**src/rtl/cfu_pkg.sv**
```systemverilog
package cfu_pkg;
  localparam int FLAG_W = 4;
  localparam int FLAG_N = 3;
  localparam int FLAG_Z = 2;
  localparam int FLAG_C = 1;
  localparam int FLAG_V = 0;

  typedef enum logic [3:0] {
    CC_EQ = 4'd0,  CC_NE = 4'd1,  CC_HS = 4'd2,  CC_LO = 4'd3,
    CC_MI = 4'd4,  CC_PL = 4'd5,  CC_VS = 4'd6,  CC_VC = 4'd7,
    CC_HI = 4'd8,  CC_LS = 4'd9,  CC_GE = 4'd10, CC_LT = 4'd11,
    CC_GT = 4'd12, CC_LE = 4'd13, CC_AL = 4'd14, CC_NV = 4'd15
  } condCode_e;

  typedef struct packed {
    logic capture;
    logic writeResult;
  } cfuStrobes_t;
endpackage

```
**src/rtl/cfu_ctrl.sv**
```systemverilog
module cfu_ctrl
  import cfu_pkg::*;
(
  input  logic              clk,
  input  logic              rstN,
  input  logic [3:0]        condField,
  input  logic [FLAG_W-1:0] curFlags,
  input  logic              setFlags,
  input  logic              cmpStrobe,
  output logic              execEn,
  output cfuStrobes_t       strobes
);
  localparam int PAIRS = 8;

  logic n, z, c, v;
  logic [PAIRS-1:0] basePass;
  logic             pass;

  assign n = curFlags[FLAG_N];
  assign z = curFlags[FLAG_Z];
  assign c = curFlags[FLAG_C];
  assign v = curFlags[FLAG_V];

  // Conditions come in complementary pairs; the low bit inverts the pair's base test.
  always_comb begin
    basePass[0] = z;
    basePass[1] = c;
    basePass[2] = n;
    basePass[3] = v;
    basePass[4] = c & ~z;
    basePass[5] = (n == v);
    basePass[6] = ~z & (n == v);
    basePass[7] = 1'b1;
  end

  assign pass   = basePass[condField[3:1]] ^ condField[0];
  assign execEn = pass;

  always_comb begin
    strobes.capture     = pass & (setFlags | cmpStrobe);
    strobes.writeResult = pass & ~cmpStrobe;
  end

  AST_ALWAYS_EXEC: assert property (@(posedge clk) disable iff (!rstN)
    (condField == CC_AL) |-> execEn);
  AST_NEVER_EXEC: assert property (@(posedge clk) disable iff (!rstN)
    (condField == CC_NV) |-> !execEn);
  AST_CMP_NO_WRITE: assert property (@(posedge clk) disable iff (!rstN)
    cmpStrobe |-> !strobes.writeResult);
  AST_FAIL_NO_CAPTURE: assert property (@(posedge clk) disable iff (!rstN)
    !execEn |-> !strobes.capture);
  AST_EQ_FROM_Z: assert property (@(posedge clk) disable iff (!rstN)
    (condField == CC_EQ) |-> (execEn == curFlags[FLAG_Z]));
endmodule

```
**src/rtl/cfu_datapath.sv**
```systemverilog
module cfu_datapath
  import cfu_pkg::*;
#(
  parameter int DATA_W = 32
)(
  input  logic              clk,
  input  logic              rstN,
  input  logic [DATA_W-1:0] aluResult,
  input  logic              aluCarry,
  input  logic              aluOverflow,
  input  cfuStrobes_t       strobes,
  output logic [FLAG_W-1:0] flagReg
);
  logic [FLAG_W-1:0] nextFlags;

  always_comb begin
    nextFlags         = '0;
    nextFlags[FLAG_N] = aluResult[DATA_W-1];
    nextFlags[FLAG_Z] = (aluResult == '0);
    nextFlags[FLAG_C] = aluCarry;
    nextFlags[FLAG_V] = aluOverflow;
  end

  always_ff @(posedge clk) begin
    if (!rstN)                flagReg <= '0;
    else if (strobes.capture) flagReg <= nextFlags;
  end

  AST_FLAGS_HOLD: assert property (@(posedge clk) disable iff (!rstN)
    !strobes.capture |=> $stable(flagReg));
  AST_ZERO_CAPTURE: assert property (@(posedge clk) disable iff (!rstN)
    (strobes.capture && aluResult == '0) |=> flagReg[FLAG_Z]);
  AST_N_ZERO_EXCL: assert property (@(posedge clk) disable iff (!rstN)
    !(flagReg[FLAG_N] && flagReg[FLAG_Z]));
endmodule

```
**src/rtl/cond_flag_unit.sv**
```systemverilog
module cond_flag_unit
  import cfu_pkg::*;
#(
  parameter int DATA_W = 32
)(
  input  logic              clk,
  input  logic              rstN,
  input  logic [3:0]        condField,
  input  logic [DATA_W-1:0] aluResult,
  input  logic              aluCarry,
  input  logic              aluOverflow,
  input  logic              setFlags,
  input  logic              cmpStrobe,
  output logic [3:0]        flags,
  output logic              execEn,
  output logic              resultWe
);
  cfuStrobes_t       strobes;
  logic [FLAG_W-1:0] flagReg;

  cfu_ctrl u_ctrl (
    .clk(clk), .rstN(rstN), .condField(condField), .curFlags(flagReg),
    .setFlags(setFlags), .cmpStrobe(cmpStrobe), .execEn(execEn), .strobes(strobes)
  );

  cfu_datapath #(.DATA_W(DATA_W)) u_dp (
    .clk(clk), .rstN(rstN), .aluResult(aluResult), .aluCarry(aluCarry),
    .aluOverflow(aluOverflow), .strobes(strobes), .flagReg(flagReg)
  );

  assign flags    = flagReg;
  assign resultWe = strobes.writeResult;
endmodule

```
**config.mk**
```make
export PLATFORM = sky130hd
export DESIGN_NAME = cond_flag_unit
export DESIGN_NICKNAME = d
export VERILOG_FILES = /design/src/rtl/cfu_pkg.sv /design/src/rtl/cfu_ctrl.sv /design/src/rtl/cfu_datapath.sv /design/src/rtl/cond_flag_unit.sv
export SDC_FILE = /design/constraint.sdc
export NUM_CORES = 1
export LEC_CHECK = 0
export BUFFER_PORTS_ARGS = -buffer_cell sky130_fd_sc_hd__buf_2
export CORE_AREA = 2 2 39 41
export CTS_BUF_LIST = sky130_fd_sc_hd__clkbuf_16
export CTS_CLUSTER_SIZE = 40
export DETAILED_ROUTE_END_ITERATION = 10
export DIE_AREA = 0 0 41 43
export PLACE_DENSITY = 0.76
export SYNTH_ARGS = -nofsm -noshare
export SYNTH_HDL_FRONTEND = slang
export SYNTH_SLANG_ARGS = --single-unit
```
**constraint.sdc**
```tcl
create_clock -name clk -period 3.7 [get_ports clk]
set_input_delay 0.555 -clock clk [delete_from_list [all_inputs] [get_ports clk]]
set_output_delay 0.555 -clock clk [all_outputs]
set_load 0.005 [all_outputs]
```
== Word-level counts from Yosys, hierarchy flattened ==
Index checks and enable logic that the tools add are counted.
W data, S select, Z words.
Word-level totals
  register bits: 4
  output and inout bits: 6
  input port bits: 42
  logic and storage cells: 14
Cells by class
  reduce and logical (&&, ||, !) cells: 1
  muxes and demuxes: 2
  bitwise logic cells: 8
  equal/unequal tests: 1
  order comparisons: 1
Operator list (number)
  $logic_not A32 Y1: 1
  $and A1 B1 Y1: 4
  $lt A3 B4 Y1 const B: 1
  $bmux W1 S3: 1
  $not A1 Y1: 2
  $eq A1 B1 Y1: 1
  $mux W1: 1
  $or A1 B1 Y1: 1
  $xor A1 B1 Y1: 1

== Logic depth before layout (Yosys ltp) ==
Gate-level depths: netlist of run 1.
  word-level depth: 6
  mapped depth: 5
  depth with buffers taken out: 5

== By module ==
A second synthesis of run 1 with hierarchy kept.
Unflattened totals
  cell total of the unflattened synthesis: 41
  area total of the unflattened synthesis: 377.9 um^2
Modules (own cells, without submodules)
  cfu_datapath: instances 1, area each 225.2 um^2, seq. area each 80.1 um^2, cells an instance 24
  cfu_ctrl: instances 1, area each 152.6 um^2, seq. area each 0.0 um^2, cells an instance 17

== Worst setup path before layout of run 1 ==
OpenSTA, ideal clock, no wires.
  path type: in2out
  start: input condField[1]
  end: output resultWe
  arrival: 1.968 ns
  slack: 1.177 ns
  required time: 3.145 ns
  path buffers: 0
  cell stages on the path: 5
  cells stage by stage: or4b_1 and3_1 a221o_1 xnor2_1 nor2b_1
On the way
  word-level cells in the longest chain between the ends: 4
Ends and longest elaborated chain
  from (decl): line cond_flag_unit.sv:8  | input logic [3:0] condField,
  $bmux W1 S3: line cfu_ctrl.sv:36  | assign pass = basePass[condField[3:1]] ^ condField[0];
  $mux W1 (implied by the code): line cfu_ctrl.sv:36
  $xor A1 B1 Y1: line cfu_ctrl.sv:36
  net execEn: line cond_flag_unit.sv:15  | output logic execEn,
  $and A1 B1 Y1: line cfu_ctrl.sv:41  | strobes.writeResult = pass & ~cmpStrobe;
  to (decl): line cond_flag_unit.sv:16  | output logic resultWe
The timed path passes the listed nets, and every way through them passes these cells. The select of a mux whose other input is x is not followed.

== Worst setup path after layout of run 1 ==
  start: input condField[1]
  end: output resultWe
On the way
  word-level cells in the longest chain between the ends: 4
Ends and longest elaborated chain (line)
  $bmux W1 S3: cfu_ctrl.sv:36
  $mux W1 (implied by the code): cfu_ctrl.sv:36
  $xor A1 B1 Y1: cfu_ctrl.sv:36
  $and A1 B1 Y1: cfu_ctrl.sv:41
Every way passes these cells. The select of a mux whose other input is x is not followed.

==> qor.csv, run 1 <==
metric,value,unit
first_pass_iters,3,
multi_input_area,269.0,um2
syn_area_per_cell,8.312,um2
setup_violations,0,
ff2ff_setup_slack,1.73,ns
grt_antenna_before_repair,0,
hold_class,reg -> reg,
path_clk_slew,0.03,ns
fin_crit_sh,73.78,%
clk_latency,0.22,ns
clockBufferDepth,2,
routed_wl,1.059,mm
ctsRootBufferMaster,clkbuf_16,
pin_count,48,
grt_usage,14.56,%
fin_worst_skew,0.0008144,ns
crit_path_cell_trace,buf_2 > or4b_1 > and3_1 > a221o_1 > xnor2_1 > nor2b_1 > buf_2,
final_layout_size_suffix_gt1_share,55.43,%
ys_seq_elements,4,
setup_tns,0,ns
worstPathArrival,2.17,ns
cts.sinks,4,
regMostFlops,u_dp.flagReg,
hold_viol,0,
min_period,2.730,ns
layout_commonest_cell,buf_2,
dr_total_vias,527,
p_sw_share,20.03,%
fin_nets,136,
grt_pass1_wl,1.704,mm
cts_resized,0,
pwr-share-comb,20.8,%
dieArea,1763,um2
ys_warn_count,0,
drv_slew,0,
postLayoutCoreUtil,49.10,%
slowest_stage,or4b_1,
timing.critical_path.to,resultWe,
rr_startpoint,u_dp.flagReg[2]$_SDFFE_PN0P_,
crit_path_max_fanout,6,
slew_headroom,72.80,%
worst_slew_pin_slew,0.3978,ns
gp_congestion,0.6751,
fmax,366.3,MHz
drc,0,
cts_tree,built,
numCtsBuffers,3,
rsz0062_at_grt,false,
end_kind,output port,
synth_top_cell_by_area,dfxtp_1,
r2r_cells,5,
yosysUniqueCellTypes,17,
synth_area_leaders,"dfxtp_1 23%, mux2i_1 14%, nor4_1 11%",
ctsHoldBuffers,0,
p_per_area,403.1,nW/um2
grt_max_degree,9,
startpoint_type,input port,
cp.required,3.14,ns
peakVddDrop,0.1454,mV
yosysSeqAreaShare,22.94,%
drtIter0Drc,4,
wl_per_cell,9.806,um
grt_pass1_vias,473,
cap_violations,0,
critPathMostFrequentCell,buf_2,
crit_path_start,condField[1],
intPower,0.2190,mW
status,finished clean,
r2r-end,u_dp.flagReg[1]$_SDFFE_PN0P_,
cts_setup_buffers,0,
syn-cell-area,349.1,um2
fp.coreArea,1384,um2
regArea,80.08,um2
grt-ovfl-total,0,
diodes,0,
die_w,41,um
initial_utilization,25.23,%
cts_max_level,1,
ant_nets,0,
largestRegisters,u_dp.flagReg (4),
netlist.area_leader.share,22.94,%
synthCells,42,
seqPwrFrac,18.0,%
syn_nets,84,
power_frac_clock,61.2,%
largest_reg_flops,4,
cpPeakStageDelay,0.50,ns
portBuffers,47,
die_h,43,um
n_fill_cell,132,
p_leak,0.3361,nW
via_per_inst,4.880,
p_sw,0.05486,mW
area_growth,94.62,%
final_cell_mix,"47 x buf_2, 8 x nand2_1, 6 x nor4_1",
crit_type,in -> out,
row_count,14,
power by group through the flow:
stage / combinational (mW) / clock (mW) / sequential (mW)
floorplan: 0.0253 / 0 / 0.0500
global placement: 0.0560 / 0 / 0.0500
detailed placement: 0.0576 / 0 / 0.0500
CTS: 0.0577 / 0.171 / 0.0494
global route: 0.0634 / 0.175 / 0.0501
finish: 0.0569 / 0.168 / 0.0493
cells by family (layout without fill, tap and decap cells):
logic type                after synthesis  after routing  share of synthesized area [%]
AOI/OAI and AO/OA                       5              5                          10.40
muxes                                   6              6                          20.79
buffers and inverters                   0             50                              0
DFF                                     4              4                          22.94
xor gates and xnor gates                2              2                          5.019
and+or+nand+nor                        25             25                          40.86
how the worst min path moves through the flow:
stage                                      start                           end  slack [ns]  cells after the start
floorplan           u_dp.flagReg[1]$_SDFFE_PN0P_  u_dp.flagReg[1]$_SDFFE_PN0P_        0.47                      2
global placement    u_dp.flagReg[1]$_SDFFE_PN0P_  u_dp.flagReg[1]$_SDFFE_PN0P_        0.47                      2
detailed placement  u_dp.flagReg[1]$_SDFFE_PN0P_  u_dp.flagReg[1]$_SDFFE_PN0P_        0.48                      2
CTS                 u_dp.flagReg[1]$_SDFFE_PN0P_  u_dp.flagReg[1]$_SDFFE_PN0P_        0.49                      2
global route        u_dp.flagReg[1]$_SDFFE_PN0P_  u_dp.flagReg[1]$_SDFFE_PN0P_        0.52                      2
finish              u_dp.flagReg[1]$_SDFFE_PN0P_  u_dp.flagReg[1]$_SDFFE_PN0P_        0.48                      2
metrics by stage:
| step | hold WS, ns | setup WS [ns] | power (mW) | instance area, um2 | cells |
|---|---|---|---|---|---|
| global placement | 0.4709 | 1.008 | 0.1060 | 604.3 | 105 |
| CTS | 0.4893 | 0.9571 | 0.2777 | 679.4 | 108 |
| detailed placement | 0.4809 | 0.9612 | 0.1075 | 604.3 | 105 |
| finish | 0.4814 | 0.9701 | 0.2739 | 679.4 | 108 |
| global route | 0.5212 | 0.8477 | 0.2887 | 679.4 | 108 |
| floorplan | 0.4694 | 1.177 | 0.07524 | 349.1 | 42 |
synth_stat cells:
cell type	instances
a2111oi_0	1
a221o_1	1
and3_1	1
dfxtp_1	4
mux2i_1	5
mux2i_4	1
nand2_1	8
nand4_1	2
nor2b_1	4
nor3_1	1
nor4_1	6
nor4b_1	1
o21ai_0	2
o21bai_1	1
or4_1	1
or4b_1	1
xnor2_1	2
layout make-up:
type	count	share of cell area, %
sequential	4	11.79
clock buffer	3	11.05
multi-input combinational	38	39.59
tap	16	2.947
timing repair buffer	47	34.62
layer usage:
layer,GRT usage [%],routed length [um],vias to the layer above
met4,14.00,37,0
met5,0,0,-
met3,3.141,156,5
met2,24.06,490,40
met1,13.18,375,217
li1,-,-,265
worst max-delay path: cells and delay by family:
kind                      cells  cell delay (ns)
AOI/OAI and AO/OA             1             0.39
xor gates and xnor gates      1             0.17
buffers and inverters         2             0.24
and+or+nand+nor               3             0.82
Note: power is estimated with default switching activity, not from simulation.
==> run 2, diff against run 1 <==
--- a/config.mk
+++ b/config.mk
@@ -6,12 +6,12 @@
 export NUM_CORES = 1
 export LEC_CHECK = 0
 export BUFFER_PORTS_ARGS = -buffer_cell sky130_fd_sc_hd__buf_2
-export CORE_AREA = 2 2 39 41
+export CORE_MARGIN = 2
+export CORE_UTILIZATION = 26
 export CTS_BUF_LIST = sky130_fd_sc_hd__clkbuf_16
 export CTS_CLUSTER_SIZE = 40
 export DETAILED_ROUTE_END_ITERATION = 10
-export DIE_AREA = 0 0 41 43
-export PLACE_DENSITY = 0.76
+export PLACE_DENSITY = 0.79
 export SYNTH_ARGS = -nofsm -noshare
 export SYNTH_HDL_FRONTEND = slang
 export SYNTH_SLANG_ARGS = --single-unit
==> constraint.sdc (replaced) <==
create_clock -name clk -period 2.35 [get_ports clk]
set_input_delay 0.3525 -clock clk [delete_from_list [all_inputs] [get_ports clk]]
set_output_delay 0.3525 -clock clk [all_outputs]
set_load 0.005 [all_outputs]
==> run 2 against run 1 <==
  * Critical path depth down 1
  * Core utilization is 5.2 points higher
  * Clock-buffer cell count unchanged
  * Via count is 0.95% higher
  * Flip-flop and latch count unchanged
  * Register-to-register slack worse by 1.4 ns
  * Worst hold slack got worse by 0.11 ns
  * Largest cell class unchanged
==> qor.csv, run 2 (same netlist as run 1, synthesis figures left out) <==
metric,value,unit
status,finished clean,
post-place-cells,105,
fmax,441.3,MHz
grt_pass1_vias,469,
drv_slew,0,
ant_nets,0,
slowest_stage,or4b_1,
fin_cells,109,
power,0.4320,mW
final_layout_size_suffix_gt1_share,58.51,%
portBuffers,47,
pin_count,48,
area_growth,100.0,%
layout_commonest_cell,buf_2,
first_pass_iters,2,
cpLargestDelayFamily,simple AND/OR/NAND/NOR gates,
gp_congestion,0.7006,
gr-usage-met3,3.261,%
placed_area,610.6,um2
via_per_inst,4.881,
peakVddDrop,0.3336,mV
p_per_area,618.7,nW/um2
hold_viol,0,
min_period,2.266,ns
fp.coreArea,1285,um2
initial_utilization,27.17,%
fin_worst_skew,0.0008838,ns
die_h,40.64,um
path_clk_slew,0.03,ns
crit_type,reg -> out,
cts_tree,built,
p_leak,0.3476,nW
grt_busiest_layer,met2,
routed_wl,1.057,mm
crit_path_max_fanout,4,
dr_total_vias,532,
crit_path_cell_trace,or4b_1 > and3_1 > a221o_1 > xnor2_1 > nor2b_1 > buf_2,
grt_pass1_wl,1.600,mm
finalWorstSetupSlack,0.08384,ns
fin_nets,138,
met1_usage,14.29,%
regMostFlops,u_dp.flagReg,
row_count,13,
startpoint_type,flop,
largestRegisters,u_dp.flagReg (4),
ctsHoldBuffers,0,
diodes,0,
drtIter0Drc,1,
use_met2,26.98,%
postLayoutCellArea,698.2,um2
clk_latency,0.22,ns
ctsRootBufferMaster,clkbuf_16,
grt_antenna_before_repair,0,
pre_cts_ws,0.07534,ns
setup_violations,0,
grt_usage,15.32,%
drc,0,
worstPathArrival,1.91,ns
clockBufferDepth,2,
fin_crit_sh,96.43,%
cts.sinks,4,
wl_per_cell,9.697,um
hold_class,in -> reg,
cap_violations,0,
path_buf_inv,1,
setup_tns,0,ns
worst_slew_pin_slew,0.3630,ns
dieArea,1652,um2
grt-ovfl-total,0,
numCtsBuffers,3,
cts_max_level,1,
cp.required,2.00,ns
dp_hpwl,936.9,um
rsz0062_at_grt,true,
largest_reg_flops,4,
slew_headroom,75.17,%
die_w,40.64,um
end_kind,output port,
final_cell_mix,"47 x buf_2, 8 x nand2_1, 6 x nor4_1",
grt_max_degree,9,
cpPeakStageDelay,0.45,ns
[run 2: per-layer routing]
metal / wire length [um] / vias to the layer above
li1: - / 271
met1: 376 / 224
met2: 548 / 35
met3: 118 / 2
met4: 14 / 0
met5: 0 / -
[run 2: worst min-delay path, delay by kind of cell]
family / cells / cell delay, ns
buffers and inverters: 1 / 0.10
AND/OR/NAND/NOR: 1 / 0.05
multiplexers: 1 / 0.06
[run 2: through the flow]
stage	util, %	hold WS (ns)
floorplan	-	0.4694
global placement	47.52	0.4788
detailed placement	47.52	0.4855
CTS	53.46	0.3828
global route	54.33	0.3862
finish	54.33	0.3745
[run 2: path summary, 6_finish.rpt]
check                                             startpoint                            to  slack (ns)  cells after the start
worst max-delay path            u_dp.flagReg[2]$_SDFFE_PN0P_                      resultWe        0.08                      6
worst min register to register  u_dp.flagReg[1]$_SDFFE_PN0P_  u_dp.flagReg[1]$_SDFFE_PN0P_        0.47                      2
worst max register to register  u_dp.flagReg[2]$_SDFFE_PN0P_  u_dp.flagReg[2]$_SDFFE_PN0P_        0.38                      6
worst min-delay path                                aluCarry  u_dp.flagReg[1]$_SDFFE_PN0P_        0.37                      3
[run 2: repair_timing]
item | in CTS | in global routing
endpoints found under the hold margin | 0 | 0
endpoints found under the setup margin | 1 | 1
cloned | 0 | 0
resized for setup | 1 | 2
buffers inserted | 0 | 1
pin swaps | 2 | 4
[run 2: cell type report]
class,instances,area [um2]
Multi-Input combinational cell,38,269.0
Sequential cell,4,85.08
Clock buffer,3,75.07
Timing Repair Buffer,49,250.2
Tap cell,15,18.77
Fill cell,129,586.8
[run 2: power by group]
part	switching (mW)	total, mW	internal, mW	leakage (nW)
registers	0.00487	0.0772	0.0724	0.0339
clock network	0.0453	0.262	0.217	0.0370
logic	0.0351	0.0923	0.0573	0.277
total	0.0852	0.432	0.347	0.348
